File: src/rtl/afc_pkg.sv
package afc_pkg;

   typedef enum logic {
      AFC_MODE_MANUAL = 1'b0,
      AFC_MODE_AUTO   = 1'b1
   } afc_mode_e;

   localparam logic CTS_INACTIVE = 1'b1;
   localparam logic RTS_INACTIVE = 1'b1;

endpackage

File: src/rtl/afc_cts_sync.sv
module afc_cts_sync #(
   parameter int   STAGES    = 2,
   parameter logic RESET_VAL = 1'b1
) (
   input  logic clk,
   input  logic rst_n,
   input  logic async_in,
   output logic sync_out
);

   logic [STAGES-1:0] stage_q;

   for (genvar i = 0; i < STAGES; i++) begin : g_stage
      if (i == 0) begin : g_first
         always_ff @(posedge clk or negedge rst_n) begin
            if (!rst_n) stage_q[i] <= RESET_VAL;
            else        stage_q[i] <= async_in;
         end
      end else begin : g_next
         always_ff @(posedge clk or negedge rst_n) begin
            if (!rst_n) stage_q[i] <= RESET_VAL;
            else        stage_q[i] <= stage_q[i-1];
         end
      end
   end

   assign sync_out = stage_q[STAGES-1];

endmodule

File: src/rtl/afc_tx_gate.sv
module afc_tx_gate (
   input  logic auto_on,
   input  logic cts_sync_n,
   input  logic tx_idle,
   input  logic tx_req,
   output logic tx_permit
);

   logic far_end_ready;

   // In manual mode the far end's line is disregarded.
   always_comb begin
      far_end_ready = !auto_on || (cts_sync_n == 1'b0);
      // Release only at a character boundary, never mid-character.
      tx_permit     = tx_idle && tx_req && far_end_ready;
   end

endmodule

File: src/rtl/afc_rts_ctrl.sv
module afc_rts_ctrl
   import afc_pkg::*;
#(
   parameter int MAX_DEPTH     = 64,
   parameter int SHALLOW_DEPTH = 16,
   parameter int LVL_W         = 7
) (
   input  logic             clk,
   input  logic             rst_n,
   input  logic             auto_on,
   input  logic             sw_rts,
   input  logic             loop_mode,
   input  logic             deep_mode,
   input  logic [LVL_W-1:0] trig_level,
   input  logic [LVL_W-1:0] rx_level,
   output logic             rts_n
);

   localparam logic [LVL_W-1:0] DEEP_LIM    = LVL_W'(MAX_DEPTH);
   localparam logic [LVL_W-1:0] SHALLOW_LIM = LVL_W'(SHALLOW_DEPTH);
   localparam logic [LVL_W-1:0] MIN_TRIG    = LVL_W'(1);

   logic [LVL_W-1:0] depth_lim;
   logic [LVL_W-1:0] eff_trig;
   logic             below_trig;
   logic             rts_want;
   logic             rts_n_q;

   if (SHALLOW_DEPTH == MAX_DEPTH) begin : g_fixed_depth
      logic unused_deep;
      assign unused_deep = deep_mode;
      assign depth_lim   = DEEP_LIM;
   end else begin : g_sel_depth
      assign depth_lim = deep_mode ? DEEP_LIM : SHALLOW_LIM;
   end

   always_comb begin
      if (trig_level == '0)            eff_trig = MIN_TRIG;
      else if (trig_level > depth_lim) eff_trig = depth_lim;
      else                             eff_trig = trig_level;
      below_trig = (rx_level < eff_trig);
      rts_want   = sw_rts && !loop_mode && (!auto_on || below_trig);
   end

   always_ff @(posedge clk or negedge rst_n) begin
      if (!rst_n) rts_n_q <= RTS_INACTIVE;
      else        rts_n_q <= !rts_want;
   end

   assign rts_n = rts_n_q;

endmodule

File: src/rtl/afc_ctrl.sv
module afc_ctrl
   import afc_pkg::*;
#(
   parameter  int MAX_DEPTH     = 64,
   parameter  int SHALLOW_DEPTH = 16,
   parameter  int SYNC_STAGES   = 2,
   localparam int LVL_W         = $clog2(MAX_DEPTH + 1)
) (
   input  logic             clk,
   input  logic             rst_n,
   input  logic             afc_en,
   input  logic             fifo_mode,
   input  logic             sw_rts,
   input  logic             loop_mode,
   input  logic             deep_mode,
   input  logic [LVL_W-1:0] trig_level,
   input  logic [LVL_W-1:0] rx_level,
   input  logic             cts_n,
   input  logic             tx_idle,
   input  logic             tx_req,
   output logic             tx_permit,
   output logic             rts_n,
   output logic             cts_irq_mask
);

   if (SHALLOW_DEPTH < 1 || SHALLOW_DEPTH > MAX_DEPTH) begin : g_bad_depth
      $error("afc_ctrl: SHALLOW_DEPTH must lie in 1..MAX_DEPTH");
   end
   if (SYNC_STAGES < 2) begin : g_bad_sync
      $error("afc_ctrl: SYNC_STAGES must be at least 2");
   end

   afc_mode_e mode;
   logic      auto_on;
   logic      cts_sync_n;

   assign mode         = (afc_en && fifo_mode) ? AFC_MODE_AUTO : AFC_MODE_MANUAL;
   assign auto_on      = (mode == AFC_MODE_AUTO);
   assign cts_irq_mask = auto_on;

   afc_cts_sync #(
      .STAGES    (SYNC_STAGES),
      .RESET_VAL (CTS_INACTIVE)
   ) u_cts_sync (
      .clk      (clk),
      .rst_n    (rst_n),
      .async_in (cts_n),
      .sync_out (cts_sync_n)
   );

   afc_tx_gate u_tx_gate (
      .auto_on    (auto_on),
      .cts_sync_n (cts_sync_n),
      .tx_idle    (tx_idle),
      .tx_req     (tx_req),
      .tx_permit  (tx_permit)
   );

   afc_rts_ctrl #(
      .MAX_DEPTH     (MAX_DEPTH),
      .SHALLOW_DEPTH (SHALLOW_DEPTH),
      .LVL_W         (LVL_W)
   ) u_rts_ctrl (
      .clk        (clk),
      .rst_n      (rst_n),
      .auto_on    (auto_on),
      .sw_rts     (sw_rts),
      .loop_mode  (loop_mode),
      .deep_mode  (deep_mode),
      .trig_level (trig_level),
      .rx_level   (rx_level),
      .rts_n      (rts_n)
   );

endmodule

File: config.mk
export PLATFORM = sky130hd
export DESIGN_NAME = afc_ctrl
export DESIGN_NICKNAME = d
export VERILOG_FILES = /design/src/rtl/afc_pkg.sv /design/src/rtl/afc_cts_sync.sv /design/src/rtl/afc_tx_gate.sv /design/src/rtl/afc_rts_ctrl.sv /design/src/rtl/afc_ctrl.sv
export SDC_FILE = /design/constraint.sdc
export NUM_CORES = 1
export LEC_CHECK = 0
export ABC_AREA = 0
export BUFFER_PORTS_ARGS = -buffer_cell sky130_fd_sc_hd__buf_2
export CAP_MARGIN = 5
export CORE_AREA = 2 2 39 41
export DETAILED_ROUTE_END_ITERATION = 10
export DIE_AREA = 0 0 41 43
export SETUP_SLACK_MARGIN = 0.5
export SLEW_MARGIN = 30
export SYNTH_ARGS = -nofsm -noshare
export SYNTH_HDL_FRONTEND = slang
export SYNTH_SLANG_ARGS = --single-unit
File: constraint.sdc
create_clock -name clk -period 1 [get_ports clk]
set_input_delay 0.15 -clock clk [delete_from_list [all_inputs] [get_ports clk]]
set_output_delay 0.15 -clock clk [all_outputs]
set_load 0.005 [all_outputs]
==> run summary, run 1 <==
# clock sinks: 3
status: finished with violations
Worst EP arrival: 1880 ps
Leak Pwr: 0.000369 uW
GP Congestion: 0.759
Hold Path Origin: cts_n
TritonCTS Buffers: 3
RSZ-0062 raised after global routing: true
largest family of logic cells by synthesized area: adder cells
Cells after Synth: 45
Vias: 478
setup tns final: -761 ps
Buffers on Ports: 26
Worst R2R Path Depth: 0
DRT iter0 DRCs: 1
M2 GR Usage: 21.9%
Hold EP: u_cts_sync.stage_q[0]
FF+latch count, synth: 3
syn_nets: 78
Crit. End Element: flop
post-route minimum period: 1710 ps
Final ANT Viol Nets: 0
DRT Pass-1 Iters: 3
GRT Resource Usage Total: 14.1%
Die X: 41 microns
largest net degree at the start of global routing: 5
# rows: 14
post-route setup slack: -710 ps
Hold Path Class: in2reg
remaining global-route overflow: 0
r2r startpoint: u_cts_sync.stage_q[0]
fmax: 585 MHz
RR Endpoint: u_cts_sync.sync_out
layout cell share with drive strength beyond 1: 66.7%
DR WL/cell: 9.66 microns
clock-pin transition on the worst setup and hold timing paths: 40 ps
post-synthesis sequential area ratio: 19.9%
Post-synth ARST share: 100%
synthesized area per cell: 8.79 sq um
worst-path fanout max: 2
Post-synth top cells: ha_1 (9), nand2_1 (8), inv_1 (5)
height of the die: 43 microns
routing usage on met3: 3.14%
Initial Utilization: 28.6%
max_cap viols: 0
Compound-Gate Fraction of Synth Area: 19.9%
DP Worst Slack: -951 ps
CTS tree: built
Root Buffer: clkbuf_4
top_reg_cell synth: dfstp_2
placed cell area: 602 sq um
Hold Path Stages: 1
Worst EP required: 1170 ps
Core ar.: 0.00138 sq mm
Synth area leader: ha_1
routing usage on met1: 15.9%
Max-slew headroom: 79.9%
Pwr Density: 843 mW/mm^2
Slew Viols, Final: 0
unique cell type count in the Yosys netlist: 19
Post-Syn Area: 395 sq um
vias in the first global route: 483
endpoints failing hold: 0
worst-skew pair later-pin latency: 230 ps
Simple-Gate Fraction of Synth Area: 26.9%
CTS Buffer Depth: 2
first-pass GRT wire length: 1680 microns
failing checks: setup timing
full die area: 0.00176 sq mm
Post-layout nets: 121
type of origin of the critical path: input pin
final instance area: 748 sq um
xor/xnor share of the synthesized area: 0%
yosys warns: 0
Detail Placement HPWL: 795 microns
Area growth syn-to-layout: 89.2%
htree depth: 1
Yosys top cell area share: 28.5%
Max rail drop VDD: 0.497 mV
final wirelength: 995 microns
final setup vio count: 2
reg-to-reg slack, setup: 430 ps
DRC: 0
top post-synthesis cells by area: ha_1 (28%), dfstp_2 (20%), nand2_1 (7.6%), a21oi_1 (5.1%), inv_1 (4.7%)
diode count: 0
Setup CP Type: in2reg
busiest grt layer: met2
crit share post-route: 171%
top-count cell post-synth: ha_1
adder-cell share of the synthesized area: 28.5%
Setup Skew: 4.10 ps
drt via density: 4.64
post-synthesis mux area share: 0%
worst slew pin tran: 301 ps
Post-synth EDFFs: 0
initial antenna violation count: 0
# IOs: 27
-- worst max-delay path by stage --
stage,from,endpoint,slack [ps],depth (start not counted)
after floorplan,trig_level[2],u_rts_ctrl.rts_n,-740,9
after global placement,trig_level[2],u_rts_ctrl.rts_n,-940,10
after global routing,deep_mode,u_rts_ctrl.rts_n,-830,12
final,trig_level[0],u_rts_ctrl.rts_n,-710,10
after CTS,trig_level[0],u_rts_ctrl.rts_n,-700,10
after detailed placement,trig_level[2],u_rts_ctrl.rts_n,-950,9
-- routing by layer --
| layer | part of all wire, % | vias to the layer above |
|---|---|---|
| met5 | 0 | - |
| met4 | 1.4 | 0 |
| met3 | 6.1 | 2 |
| met2 | 50 | 17 |
| met1 | 43 | 210 |
| li1 | - | 249 |
-- repair_timing --
| action | in CTS | in global routing |
|---|---|---|
| pin swaps | 10 | 6 |
| endpoints found under the setup margin | 5 | 5 |
| hold buffers | 1 | 0 |
| resized for setup | 8 | 7 |
| hold endpoints to repair | 3 | 0 |
| buffers inserted | 2 | 2 |
-- area by class of cell --
class / count / area, sq um
clock buffer: 4 / 26.3
tap: 16 / 20.0
timing repair buffer: 38 / 254
multi-input combinational: 37 / 350
sequential: 3 / 78.8
inverter: 5 / 18.8
fill: 135 / 636
-- through the flow --
step / power [uW] / instances / hold slack (ps) / utilization (%)
global placement: 352 / 94 / 117 / 43.5
floorplan: 250 / 45 / 2.16 / -
detailed placement: 356 / 94 / 118 / 43.5
CTS: 604 / 101 / 10.8 / 50.4
global route: 688 / 103 / 9.49 / 54.1
finish: 631 / 103 / 14.9 / 54.1
-- worst max-delay path, cell delays in order --
cell and delay, ps:
buf_6 90, or4_4 550, nor2_4 110, a21oi_2 60
o32ai_2 100, ha_2 210, a21oi_1 60, o211ai_1 290
o32ai_2 130, a21oi_1 120
-- kinds of logic after synthesis --
logic type,after synthesis
buf+inv,5
fa+ha+maj,9
compound gates,10
flops,3
simple gates,18
-- cell usage in the layout, fill, tap and decap left out, drive strengths merged, types with 2 or more instances in the layout --
cell type and instances:
ha 9, a21oi 5, dfstp 3, nand2 8
inv 5, clkbuf 4, nor3 2, buf 37
o32ai 2
-- registers in the layout, indices dropped and copies added (netlist names) --
signal / flops
u_rts_ctrl.rts_n: 1
u_cts_sync.stage_q: 1
u_cts_sync.sync_out: 1
-- power by group --
group | internal (uW) | leakage [uW] | switching (uW)
Clock | 150 | 0.0000150 | 63.2
Combinational | 160 | 0.000323 | 117
Sequential | 138 | 0.0000316 | 3.50
Power figures use the tool's default switching activity.
==> run 2: changes to the inputs <==
--- a/config.mk
+++ b/config.mk
@@ -15,4 +15,5 @@
 export SLEW_MARGIN = 30
 export SYNTH_ARGS = -nofsm -noshare
 export SYNTH_HDL_FRONTEND = slang
+export SYNTH_HIERARCHICAL = 1
 export SYNTH_SLANG_ARGS = --single-unit
==> run 2 against run 1 <==
  * The run still ends with setup timing left
  * Fmax shrank 6.1%
  * Synthesized area shrank 3.5%
  * Worst setup slack lost 110 ps
  * Clock power grew 5%
  * Routed wire length grew 7.5%
  * Synthesized cell count is the same
  * Flip-flop and latch count is the same
  * Largest cell class unchanged
  * Via count grew 1.7%
==> run summary, run 2 <==
status: finished with violations
failing checks: setup timing
CTS tree: built
RSZ-0062 raised after global routing: true
largest family of logic cells by synthesized area: adder cells
xor/xnor share of the synthesized area: 0%
post-synthesis sequential area ratio: 20.7%
Vias: 486
GRT Resource Usage Total: 14.5%
Flop pwr share: 21.6%
Simple-Gate Fraction of Synth Area: 25.9%
Gate power share: 43.1%
placed cell area: 652 sq um
worst-path fanout max: 3
Pwr Total: 632 uW
reg-to-reg slack, setup: 430 ps
DRT Pass-1 Iters: 2
hold_ws: 10.8 ps
Max-slew headroom: 77.8%
Hold Path Origin: cts_n
initial antenna violation count: 0
Switching Share: 29.7%
RR Endpoint: u_cts_sync/sync_out
top_reg_cell synth: dfstp_2
layout cell share with drive strength beyond 1: 61.4%
filler instances: 140
Sw Pwr: 187 uW
Hold EP: u_cts_sync/stage_q[0]
drt via density: 4.67
Area growth syn-to-layout: 97.0%
largest net degree at the start of global routing: 8
Clk pwr share: 35.3%
Post-Syn Area: 382 sq um
top post-synthesis cells by area: ha_1 (26%), dfstp_2 (21%), nand2_1 (6.9%), a21oi_2 (4.6%), o21ai_0 (3.9%)
FF+latch count, synth: 3
worst-skew pair later-pin latency: 240 ps
most frequent cells in the layout: buf_2 (22), buf_4 (11), nand2_1 (7)
remaining global-route overflow: 0
synthesized area per cell: 8.48 sq um
Die X: 41 microns
adder-cell share of the synthesized area: 26.2%
Initial Utilization: 27.6%
Cells after Synth: 45
commonest non-fill, non-tap cell in the layout: buf_2
fmax: 549 MHz
Final ANT Viol Nets: 0
worst slew pin tran: 331 ps
crit share post-route: 182%
endpoints failing hold: 0
max_cap viols: 0
top-count cell post-synth: ha_1
final setup vio count: 2
diode count: 0
# IOs: 27
P_int: 444 uW
htree depth: 1
final wirelength: 1070 microns
# clock sinks: 3
syn_nets: 77
Crit. End Element: flop
Slew Viols, Final: 0
Leak Pwr: 0.000376 uW
CP cell instances: buf_8 -> inv_8 -> ha_4 -> and4_4 -> or3_4 -> a22o_1 -> ha_1 -> and3_1 -> o2111ai_1 -> a31oi_1 -> a21o_1
Yosys top cell area share: 26.2%
Worst EP required: 1180 ps
TritonCTS Buffers: 3
DRC: 0
Post-synth EDFFs: 0
Root Buffer: clkbuf_4
Compound-Gate Fraction of Synth Area: 25.2%
Post-synth top cells: ha_1 (8), nand2_1 (7), dfstp_2 (3), o21ai_0 (3)
post-route minimum period: 1820 ps
Hold Path Stages: 1
Hold Path Class: in2reg
DRT iter0 DRCs: 5
first-pass GRT wire length: 1790 microns
height of the die: 43 microns
clock-pin transition on the worst setup and hold timing paths: 40 ps
Post-synth ARST share: 100%
CTS Buffer Depth: 2
post-route setup slack: -821 ps
Synth area leader: ha_1
Post-layout nets: 121
# rows: 14
GP Congestion: 0.703
yosys warns: 6
Setup CP Type: in2reg
type of origin of the critical path: input pin
critical path's slowest cell: or3_4
Pwr Density: 840 mW/mm^2
Setup Skew: 3.20 ps
r2r startpoint: u_cts_sync/stage_q[0]
Detail Placement HPWL: 856 microns
final instance area: 752 sq um
vias in the first global route: 478
post-synthesis mux area share: 0%
Core ar.: 0.00138 sq mm
Max rail drop VDD: 0.438 mV
Buffers on Ports: 26
DR WL/cell: 10.3 microns
Worst R2R Path Depth: 0
full die area: 0.00176 sq mm
Worst EP arrival: 2010 ps
CP max stage delay: 360 ps
unique cell type count in the Yosys netlist: 22
==> run 2: changes by cell type in the layout (fill, tap and decap cells not counted), sizes merged, moves of 2 or more <==
cell	previous run	this run
a21o	0	2
nand3	0	2
o32ai	2	0
inv	5	2
o21ai	0	3
==> run 2: repair_timing <==
action                                  4_1_cts  5_1_grt
resized for setup                            12        1
endpoints found under the setup margin        5        5
endpoints found under the hold margin         3        0
buffers inserted                              2        0
hold buffers                                  1        0
pin swaps                                     7        0
==> run 2: cell type report <==
cell class	count	area (sq um)	area share [%]
sequential	3	78.8	10.5
tap	16	20.0	2.66
timing repair buffer	39	272	36.1
multi-input combinational	40	328	43.6
inverter	2	27.5	3.66
clock buffer	4	26.3	3.49
==> run 2: power groups by stage <==
| stage | Sequential (uW) | Clock, uW | Combinational, uW |
|---|---|---|---|
| 4_1_cts | 136 | 232 | 274 |
| 5_1_grt | 137 | 235 | 307 |
| 6_report | 136 | 223 | 272 |
| 3_3_place_gp | 137 | 0 | 238 |
| 3_5_place_dp | 137 | 0 | 241 |
| 2_1_floorplan | 138 | 0 | 118 |
==> run 2: through the flow <==
step	cells	setup TNS, ps	utilization [%]	worst slack (ps)
3_3_place_gp	97	-1170	47.1	-1170
5_1_grt	104	-999	54.3	-902
2_1_floorplan	45	-934	-	-934
3_5_place_dp	97	-1210	47.1	-1210
4_1_cts	104	-887	54.3	-816
6_report	104	-889	54.3	-821
==> run 2: kinds of logic after synthesis <==
logic type,after synthesis
adders and majority gates,8
DFF,3
buffers and inverters,2
AOI/OAI and AO/OA,14
and+or+nand+nor,18
==> run 2: worst max path at each step <==
stage,from,to,slack [ps],cells past startpoint
2_1_floorplan,trig_level[4],u_rts_ctrl/rts_n,-930,10
3_3_place_gp,trig_level[4],u_rts_ctrl/rts_n,-1170,11
3_5_place_dp,trig_level[4],u_rts_ctrl/rts_n,-1210,11
4_1_cts,deep_mode,u_rts_ctrl/rts_n,-820,11
5_1_grt,trig_level[4],u_rts_ctrl/rts_n,-900,11
6_report,deep_mode,u_rts_ctrl/rts_n,-820,11
==> run 2: layer usage <==
metal  GRT usage [%]  wire length, microns  vias to the layer above
met5               0                     0                        -
met4            6.00                     8                        0
met3            1.57                    61                        2
met2            24.7                   571                       11
met1            17.1                   428                      217
li1                -                     -                      256
==> run 2: critical path, delay by kind of cell <==
kind	cells	cell delay (ps)
compound gates	4	560
fa+ha+maj	2	460
simple gates	3	660
buf+inv	2	150
